===== src/rtl/clk_pwr_pkg.sv =====
package clk_pwr_pkg;
  typedef enum logic [2:0] {
    ST_RUN   = 3'd0,
    ST_AHALT = 3'd1,
    ST_SGNT  = 3'd2,
    ST_QSTRT = 3'd3,
    ST_SNOOP = 3'd4,
    ST_SLEEP = 3'd5,
    ST_DEEP  = 3'd6
  } pwr_st_e;
endpackage


===== src/rtl/clk_pwr_strap.sv =====
module clk_pwr_strap (
  input  logic clk_i,
  input  logic rst_ni,
  input  logic strap_qs_ni,
  output logic qs_mode_o
);
  logic qs_q;

  // captured only while reset is held, frozen afterwards
  always_ff @(posedge clk_i) begin
    if (!rst_ni) qs_q <= !strap_qs_ni;
  end

  assign qs_mode_o = qs_q;
endmodule


===== src/rtl/clk_pwr_wake_timer.sv =====
module clk_pwr_wake_timer #(
  parameter int unsigned WAKE_CYCLES = 3000
) (
  input  logic clk_i,
  input  logic rst_ni,
  input  logic run_i,
  output logic done_o
);
  localparam int unsigned CNT_W = (WAKE_CYCLES > 1) ? $clog2(WAKE_CYCLES) : 1;
  localparam logic [CNT_W-1:0] LAST = CNT_W'(WAKE_CYCLES - 1);

  logic [CNT_W-1:0] cnt_q;

  assign done_o = run_i && (cnt_q == LAST);

  always_ff @(posedge clk_i or negedge rst_ni) begin
    if (!rst_ni)                cnt_q <= '0;
    else if (!run_i || done_o)  cnt_q <= '0;
    else                        cnt_q <= cnt_q + 1'b1;
  end

  p_cnt_bound_r10: assert property (@(posedge clk_i) disable iff (!rst_ni)
    cnt_q <= LAST);
  p_cnt_restart_r10: assert property (@(posedge clk_i) disable iff (!rst_ni)
    !run_i |=> cnt_q == '0);
endmodule


===== src/rtl/clk_pwr_fsm.sv =====
module clk_pwr_fsm
  import clk_pwr_pkg::*;
#(
  parameter int unsigned NUM_BRK = 5
) (
  input  logic               clk_i,
  input  logic               rst_ni,
  input  logic               qs_mode_i,
  input  logic               halt_i,
  input  logic               stpclk_ni,
  input  logic [NUM_BRK-1:0] brk_i,
  input  logic               smi_i,
  input  logic               smi_done_i,
  input  logic               ret_halt_i,
  input  logic               snoop_i,
  input  logic               snoop_done_i,
  input  logic               sleep_ni,
  input  logic               bclk_run_i,
  input  logic               wake_done_i,
  output pwr_st_e            st_o,
  output logic               halt_cyc_o,
  output logic               stop_ack_o,
  output logic               wake_rdy_o
);
  pwr_st_e st_q, st_d, ret_q, ret_d, snp_q, snp_d, stop_tgt;
  logic    smi_q, smi_d, halt_q, halt_d, ack_q, ack_d, wake_q;
  logic    stp_req, past_vld_q;

  assign stp_req  = !stpclk_ni;
  assign stop_tgt = qs_mode_i ? ST_QSTRT : ST_SGNT;

  always_comb begin
    st_d   = st_q;
    ret_d  = ret_q;
    snp_d  = snp_q;
    smi_d  = smi_q;
    halt_d = 1'b0;
    ack_d  = 1'b0;
    unique case (st_q)
      ST_RUN: begin
        if (stp_req) begin
          st_d  = stop_tgt;
          ret_d = ST_RUN;
          ack_d = 1'b1;
        end else if (smi_q && smi_done_i) begin
          smi_d = 1'b0;
          if (ret_halt_i) st_d = ST_AHALT;
        end else if (halt_i) begin
          st_d   = ST_AHALT;
          halt_d = 1'b1;
        end
      end
      ST_AHALT: begin
        if ((|brk_i) || smi_i) begin
          st_d = ST_RUN;
          if (smi_i) smi_d = 1'b1;
        end else if (stp_req) begin
          st_d  = stop_tgt;
          ret_d = ST_AHALT;
          ack_d = 1'b1;
        end else if (snoop_i) begin
          st_d  = ST_SNOOP;
          snp_d = ST_AHALT;
        end
      end
      ST_SGNT, ST_QSTRT: begin
        if (!stp_req) begin
          st_d = ret_q;
        end else if (st_q == ST_SGNT && !sleep_ni) begin
          st_d = ST_SLEEP;
        end else if (snoop_i) begin
          st_d  = ST_SNOOP;
          snp_d = st_q;
        end
      end
      ST_SNOOP: if (snoop_done_i) st_d = snp_q;
      ST_SLEEP: begin
        if (!bclk_run_i)   st_d = ST_DEEP;
        else if (sleep_ni) st_d = ST_SGNT;
      end
      ST_DEEP:  if (wake_done_i) st_d = ST_SLEEP;
      default:  st_d = ST_RUN;
    endcase
  end

  always_ff @(posedge clk_i or negedge rst_ni) begin
    if (!rst_ni) begin
      st_q       <= ST_RUN;
      ret_q      <= ST_RUN;
      snp_q      <= ST_AHALT;
      smi_q      <= 1'b0;
      halt_q     <= 1'b0;
      ack_q      <= 1'b0;
      wake_q     <= 1'b1;
      past_vld_q <= 1'b0;
    end else begin
      st_q       <= st_d;
      ret_q      <= ret_d;
      snp_q      <= snp_d;
      smi_q      <= smi_d;
      halt_q     <= halt_d;
      ack_q      <= ack_d;
      wake_q     <= (st_d != ST_DEEP);
      past_vld_q <= 1'b1;
    end
  end

  assign st_o       = st_q;
  assign halt_cyc_o = halt_q;
  assign stop_ack_o = ack_q;
  assign wake_rdy_o = wake_q;

  p_halt_origin_r3: assert property (@(posedge clk_i) disable iff (!rst_ni)
    (past_vld_q && halt_q) |-> (st_q == ST_AHALT && $past(st_q) == ST_RUN));
  p_ack_target_r5: assert property (@(posedge clk_i) disable iff (!rst_ni)
    ack_q |-> (st_q == ST_SGNT || st_q == ST_QSTRT));
  p_strap_excl_r2: assert property (@(posedge clk_i) disable iff (!rst_ni)
    (st_q == ST_QSTRT |-> qs_mode_i) and (st_q == ST_SGNT |-> !qs_mode_i));
  p_resume_no_halt_r6: assert property (@(posedge clk_i) disable iff (!rst_ni)
    (past_vld_q && st_q == ST_AHALT &&
     ($past(st_q) == ST_SGNT || $past(st_q) == ST_QSTRT)) |-> !halt_q);
  p_deep_entry_r9: assert property (@(posedge clk_i) disable iff (!rst_ni)
    (past_vld_q && st_q == ST_DEEP && $past(st_q) != ST_DEEP) |-> $past(st_q) == ST_SLEEP);
  p_sleep_entry_r9: assert property (@(posedge clk_i) disable iff (!rst_ni)
    (past_vld_q && st_q == ST_SLEEP && $past(st_q) != ST_SLEEP) |->
    ($past(st_q) == ST_SGNT || $past(st_q) == ST_DEEP));
  p_strobe_excl_r11: assert property (@(posedge clk_i) disable iff (!rst_ni)
    !(halt_q && ack_q));
  p_wake_low_r10: assert property (@(posedge clk_i) disable iff (!rst_ni)
    (st_q == ST_DEEP) |-> !wake_q);
endmodule


===== src/rtl/clk_pwr_seq.sv =====
module clk_pwr_seq
  import clk_pwr_pkg::*;
#(
  parameter int unsigned FREQ_MHZ = 100,
  parameter int unsigned EXIT_US  = 30,
  parameter int unsigned NUM_BRK  = 5
) (
  input  logic               clk_i,
  input  logic               rst_ni,
  input  logic               strap_qs_ni,
  input  logic               halt_i,
  input  logic               stpclk_ni,
  input  logic [NUM_BRK-1:0] brk_i,
  input  logic               smi_i,
  input  logic               smi_done_i,
  input  logic               ret_halt_i,
  input  logic               snoop_i,
  input  logic               snoop_done_i,
  input  logic               sleep_ni,
  input  logic               bclk_run_i,
  output logic               core_clk_en_o,
  output logic [2:0]         state_o,
  output logic               halt_cyc_o,
  output logic               stop_ack_o,
  output logic               wake_rdy_o
);
  localparam int unsigned WAKE_CYCLES = FREQ_MHZ * EXIT_US;

  logic    qs_mode, wake_run, wake_done;
  pwr_st_e st;

  clk_pwr_strap u_strap (
    .clk_i       (clk_i),
    .rst_ni      (rst_ni),
    .strap_qs_ni (strap_qs_ni),
    .qs_mode_o   (qs_mode)
  );

  assign wake_run = (st == ST_DEEP) && bclk_run_i;

  clk_pwr_wake_timer #(.WAKE_CYCLES(WAKE_CYCLES)) u_timer (
    .clk_i  (clk_i),
    .rst_ni (rst_ni),
    .run_i  (wake_run),
    .done_o (wake_done)
  );

  clk_pwr_fsm #(.NUM_BRK(NUM_BRK)) u_fsm (
    .clk_i        (clk_i),
    .rst_ni       (rst_ni),
    .qs_mode_i    (qs_mode),
    .halt_i       (halt_i),
    .stpclk_ni    (stpclk_ni),
    .brk_i        (brk_i),
    .smi_i        (smi_i),
    .smi_done_i   (smi_done_i),
    .ret_halt_i   (ret_halt_i),
    .snoop_i      (snoop_i),
    .snoop_done_i (snoop_done_i),
    .sleep_ni     (sleep_ni),
    .bclk_run_i   (bclk_run_i),
    .wake_done_i  (wake_done),
    .st_o         (st),
    .halt_cyc_o   (halt_cyc_o),
    .stop_ack_o   (stop_ack_o),
    .wake_rdy_o   (wake_rdy_o)
  );

  assign state_o       = st;
  assign core_clk_en_o = (st == ST_RUN);
endmodule


===== config.mk =====
export PLATFORM = sky130hd
export DESIGN_NAME = clk_pwr_seq
export DESIGN_NICKNAME = d
export VERILOG_FILES = /design/src/rtl/clk_pwr_pkg.sv /design/src/rtl/clk_pwr_strap.sv /design/src/rtl/clk_pwr_wake_timer.sv /design/src/rtl/clk_pwr_fsm.sv /design/src/rtl/clk_pwr_seq.sv
export SDC_FILE = /design/constraint.sdc
export NUM_CORES = 1
export LEC_CHECK = 0
export ABC_CLOCK_PERIOD_IN_PS = 2660
export CORE_ASPECT_RATIO = 1.5
export CORE_MARGIN = 1
export CORE_UTILIZATION = 55
export DETAILED_ROUTE_END_ITERATION = 8
export PLACE_DENSITY = 0.93
export SYNTH_ARGS = -nofsm -noshare
export SYNTH_HDL_FRONTEND = slang
export SYNTH_SLANG_ARGS = --single-unit
export TNS_END_PERCENT = 5

===== constraint.sdc =====
create_clock -name clk_i -period 2.66 [get_ports clk_i]
set_clock_uncertainty 0.1 [all_clocks]
set_input_delay 0.665 -clock clk_i [delete_from_list [all_inputs] [get_ports clk_i]]
set_output_delay 0.665 -clock clk_i [all_outputs]
set_load 0.05 [all_outputs]

Word-level counts from Yosys, hierarchy flattened
Index checks and enable logic that the tools add are counted.
- input port bits: 17
- logic and storage cells: 86
- bits in registers: 26
- output and inout port bits: 7
- add/sub/neg operators: 1
- multiplexer cells: 39
- equality and inequality tests: 20
- reductions and logical operators: 17
- operators by type and width (operator ; count):
    2-to-1 mux 3 bit ; 22
    inequality test 2 bit (second input constant) ; 10
    case mux 3 bit (6 select lines) ; 1
    adder 12 x 1 -> 12 bit (second input constant) ; 1
    == test 12 bit (second input constant) ; 1
    2-to-1 mux 12 bit ; 1
    case mux 3 bit (2 select lines) ; 2
    2-to-1 mux 1 bit ; 11
    == test 3 bit (second input constant) ; 3
    AND reduction 7 bit ; 1
    == test 3 x 2 -> 1 bit (second input constant) ; 2
    AND reduction 5 bit ; 1
    OR reduction 5 bit ; 1
    logical AND 1 bit ; 4
    inequality test 2 x 1 -> 1 bit (second input constant) ; 2
    case mux 1 bit (2 select lines) ; 2
    AND reduction 4 bit ; 1
    nonzero test 2 bit ; 2
    == test 3 x 1 -> 1 bit (second input constant) ; 1
    zero test 1 bit ; 3
    zero test 3 bit ; 1
    inequality test 3 bit (second input constant) ; 1
    logical OR 1 bit ; 2
    OR reduction 2 bit ; 1

Longest topological paths before layout
Gate-level depths: netlist (run 1).
- depth after elaboration: 6
- depth in mapped cells: 6

Cells and area by module
Synthesis (run 1) repeated with hierarchy kept, for this count alone.
- cell total of the unflattened synthesis: 135
- area, all modules: 1320.0 µm²
- modules (own cells, without submodules) (module ; times used ; sequential area each (µm²) ; area each (µm²) ; cells each):
    clk_pwr_fsm ; 1 ; 277.8 ; 664.4 ; 71
    clk_pwr_wake_timer ; 1 ; 300.3 ; 603.1 ; 59
    clk_pwr_strap ; 1 ; 30.0 ; 37.5 ; 3
    clk_pwr_seq ; 1 ; 0.0 ; 15.0 ; 2

Worst setup path before layout (run 1)
OpenSTA, ideal clock, no wires.
- path kind: reg-to-output
- start point: reg u_fsm.st_q[1], in the netlist u_fsm.st_o[1]
- end point: out core_clk_en_o
- required time: 1.895 ns
- stages on the path, launching flop included: 4
- arrival: 1.518 ns
- setup slack: 0.377 ns
- buffers on the path: 1
- cell sequence: dfrtp_1 > buf_6 > or3_4 > inv_1
- word-level cells in the longest chain between the ends: 1
- ends and longest elaborated chain (element ; RTL line ; source):
    start: declaration ; clk_pwr_fsm.sv:25 ; pwr_st_e st_q, st_d, ret_q, ret_d, snp_q, snp_d, stop_tgt;
    start signal: assignment ; clk_pwr_fsm.sv:97 ; st_q <= st_d;
    zero test 3 bit ; clk_pwr_seq.sv:70 ; assign core_clk_en_o = (st == ST_RUN);
    end: declaration ; clk_pwr_seq.sv:21 ; output logic core_clk_en_o,
Every way passes these cells.

Final worst setup path (run 1)
- start point: reg u_fsm.st_q[1], in the netlist u_fsm.st_o[1]
- end point: out state_o[1]
- RTL lines (element ; RTL line ; source):
    end: declaration ; clk_pwr_seq.sv:22 ; output logic [2:0] state_o,
No word-level cell between the ends.

==> results.sh, run 1 <==
export IMPL_yosys_top_cells_count="dfrtp_1 (21), nor2_1 (17)"
export IMPL_syn_nets=153
export IMPL_yosysSeqAreaShare=0.4594
export IMPL_path_class="flip-flop to primary output"
export IMPL_finalSetupViolations=0
export IMPL_finalMaxSlewViolations=0
export IMPL_cts_root_buf="clkbuf_4"
export IMPL_cp_end_kind="primary output"
export IMPL_drtPass1Iterations=4
export IMPL_synth_top_family_by_area="simple AND/OR/NAND/NOR gates"
export IMPL_hold_path_class="flip-flop to flip-flop"
export IMPL_grt_pass1_wl_mm=5.057
export IMPL_r2r_setup_slack_ps=680
export IMPL_synth_cells=135
export IMPL_syn_avg_cell_area_um2=9.806
export IMPL_synth_top_area_frac=0.3970
export IMPL_vias_per_cell=6.284
export IMPL_synth_most_common_cell="dfrtp_1"
export IMPL_drc=0
export IMPL_path_clk_slew_ps=130
export IMPL_first_iter_violations=53
export IMPL_fin_nets=179
export IMPL_grt_total_usage=0.2590
export IMPL_antenna_left=0
export IMPL_drt_wl_total_mm=3.097
export IMPL_p_leak_nw=0.7242
export IMPL_synth_warnings=0
export IMPL_path_cells="clkdlybuf4s50_1"
export IMPL_fin_crit_sh=0.9610
export IMPL_powerDensity_nw_per_um2=801.1
export IMPL_synthXorXnorAreaFrac=0.06616
export IMPL_cts_resized=0
export IMPL_place_area_um2=1588
export IMPL_hold_buffers=0
export IMPL_hold_violations=0
export IMPL_synth_area_leaders="dfrtp_1 (40%), xor2_1 (5.3%), nor2_1 (4.8%)"
export IMPL_cp_arrival_ps=1790
export IMPL_rows=21
export IMPL_core_area_um2=2260
export IMPL_die_h_um=62.09
export IMPL_drive_above_1_share=0.1000
export IMPL_vdd_drop_max_mv=0.3985
export IMPL_synthAdderAreaFrac=0.009452
export IMPL_cts_made_buffers=3
export IMPL_path_buf_inv=1
export IMPL_dp_hpwl_mm=2.253
export IMPL_layout_area_seq_um2=608.1
export IMPL_setup_tns_final_ps=0
export IMPL_cts_sink_count=24
export IMPL_path_max_fanout=13
export IMPL_slowest_stage="clkdlybuf4s50_1"
export IMPL_grt_pass1_vias=1123
export IMPL_rsz0062_at_grt="false"
export IMPL_antenna_cells=0
export IMPL_n_fill_cell=170
export IMPL_cts_buffer_depth=2
export IMPL_post_drt_wl_per_cell_um=16.92
export IMPL_via_count=1150
export IMPL_status="finished clean"
export IMPL_antenna_found_initial=0
export IMPL_cpPeakStageDelay_ps=880
export IMPL_die_w_um=42.06
export IMPL_relSlewSlack=0.6608
export IMPL_tritoncts="done"
export IMPL_tightest_slew_ps=507.3
export IMPL_finalWorstSetupSlack_ps=103.7
export IMPL_cp_top_family="buffers and inverters"
export IMPL_hp_start="u_timer.cnt_q[0]$_DFF_PN0_"
export IMPL_muxShareOfSynthArea=0.03308
export IMPL_clk_latency_ps=320
export IMPL_min_to="u_timer.cnt_q[0]$_DFF_PN0_"
export IMPL_syn_to_final_growth_pct=22.68
export IMPL_place_ws_ps=159.6
export IMPL_multi_input_area_um2=669.4
export IMPL_die_area_um2=2611
export IMPL_synth_compound_area_frac=0.1078
export IMPL_grt_max_degree=24
export IMPL_port_buffers=23
export IMPL_globalplace_congestion=0.8892
export IMPL_synth_seq_cells=24
export IMPL_cp_start_kind="flip-flop"
export IMPL_yosys_area_share_simple=0.2892
export IMPL_initial_core_util=0.5858
export IMPL_async_flop_share=0.9583
export IMPL_grt_ovfl_total=0
export IMPL_post_cts_setup_buffers=0
export IMPL_synth_edff_count=1
export IMPL_synth_flop_cell="dfrtp_1"
export IMPL_ios=24
export IMPL_stdcell_area_um2=1624
export IMPL_rr_endpoint="u_fsm.snp_q[1]$_DFFE_PN0P_"
export IMPL_fmax_mhz=391.2
export IMPL_synth_top_cell_by_area="dfrtp_1"
export IMPL_post_route_min_period_ps=2556
export IMPL_synthesis_area_um2=1324
export IMPL_synth_distinct_cells=45
export IMPL_cp_required_ps=1890
export IMPL_cap_violations=0
export IMPL_r2r_cells=4
export IMPL_htree_levels=1
export IMPL_rr_startpoint="u_fsm.st_o[1]$_DFF_PN0_"
export IMPL_worstHoldPathCells=1
==> sequential cells by signal, indices dropped and copies added (netlist names) <==
register / flops
u_fsm.halt_cyc_o: 1
u_fsm.ret_q: 1
u_fsm.smi_q: 1
u_fsm.snp_q: 3
u_fsm.st_o: 3
u_fsm.stop_ack_o: 1
u_fsm.wake_rdy_o: 1
u_strap.qs_mode_o: 1
u_timer.cnt_q: 12
==> power by group <==
part	switching, W	total [W]	internal (W)
combinational	0.000364	0.000631	0.000267
clock	0.000110	0.000194	0.0000838
sequential	0.0000498	0.000476	0.000426
==> metrics by stage <==
stage	hold slack, ps	instances	utilization	power, W
after detailed placement	369.8	179	0.7027	0.001098
after CTS	387.2	183	0.7187	0.001299
final	396.5	183	0.7187	0.001301
after global routing	414.2	183	0.7187	0.001361
after global placement	352.5	179	0.7027	0.001083
after floorplan	269.4	135	-	0.0008818
==> layer usage <==
metal  GRT usage  share of wire
met4      0.1295          0.024
met3     0.03757          0.039
met5           0              0
met2      0.4688           0.55
met1      0.3044           0.39
==> how the worst max path moves through the flow <==
stage                     slack [ps]                    start                    endpoint  cells after the start
after global routing              40  u_fsm.st_o[1]$_DFF_PN0_                  state_o[1]                      1
after global placement           230                stpclk_ni  u_fsm.wake_rdy_o$_DFF_PN1_                      5
after detailed placement         160                stpclk_ni  u_fsm.wake_rdy_o$_DFF_PN1_                      5
final                            100  u_fsm.st_o[1]$_DFF_PN0_                  state_o[1]                      1
after CTS                        120  u_fsm.st_o[1]$_DFF_PN0_                  state_o[1]                      1
after floorplan                  380  u_fsm.st_o[1]$_DFF_PN0_               core_clk_en_o                      3
==> cell type report <==
class	instances	share of cell area
Sequential cell	24	0.3744
Tap cell	23	0.01772
Timing Repair Buffer	26	0.1618
Clock buffer	4	0.02234
Inverter	5	0.01156
Multi-Input combinational cell	101	0.4122
==> kinds of logic after synthesis <==
group	after synthesis
and+or+nand+nor	66
muxes	4
DFF	24
AOI/OAI and AO/OA	20
buffers and inverters	10
xor gates and xnor gates	10
adders and majority gates	1
==> worst reg2reg max path: stages (launching register included) <==
cell,delay (ps)
dfrtp_1,540
nor3b_1,490
a21boi_1,210
nand4bb_1,190
mux2_2,350
==> cell usage in the layout (no fill, tap or decap), types with 3 or more instances in the layout <==
| cell | n |
|---|---|
| a21oi_1 | 3 |
| dfrtp_1 | 21 |
| nand2_1 | 8 |
| mux2_2 | 3 |
| o21ai_0 | 4 |
| nand4_1 | 4 |
| and3_1 | 8 |
| nand3_1 | 8 |
| clkbuf_4 | 3 |
| inv_1 | 5 |
| nor2_1 | 17 |
| buf_4 | 3 |
| clkdlybuf4s50_1 | 22 |
| xor2_1 | 8 |
| nor2b_1 | 3 |
(Power assumes the default switching activity.)
==> run 2, diff against run 1 <==
--- a/config.mk
+++ b/config.mk
@@ -9,6 +9,7 @@
 export CORE_ASPECT_RATIO = 1.5
 export CORE_MARGIN = 1
 export CORE_UTILIZATION = 55
+export CTS_CLUSTER_SIZE = 10
 export DETAILED_ROUTE_END_ITERATION = 8
 export PLACE_DENSITY = 0.93
 export SYNTH_ARGS = -nofsm -noshare
==> results of run 2 <==
No change in the layout: final DEF, timing and power equal those of run 1.
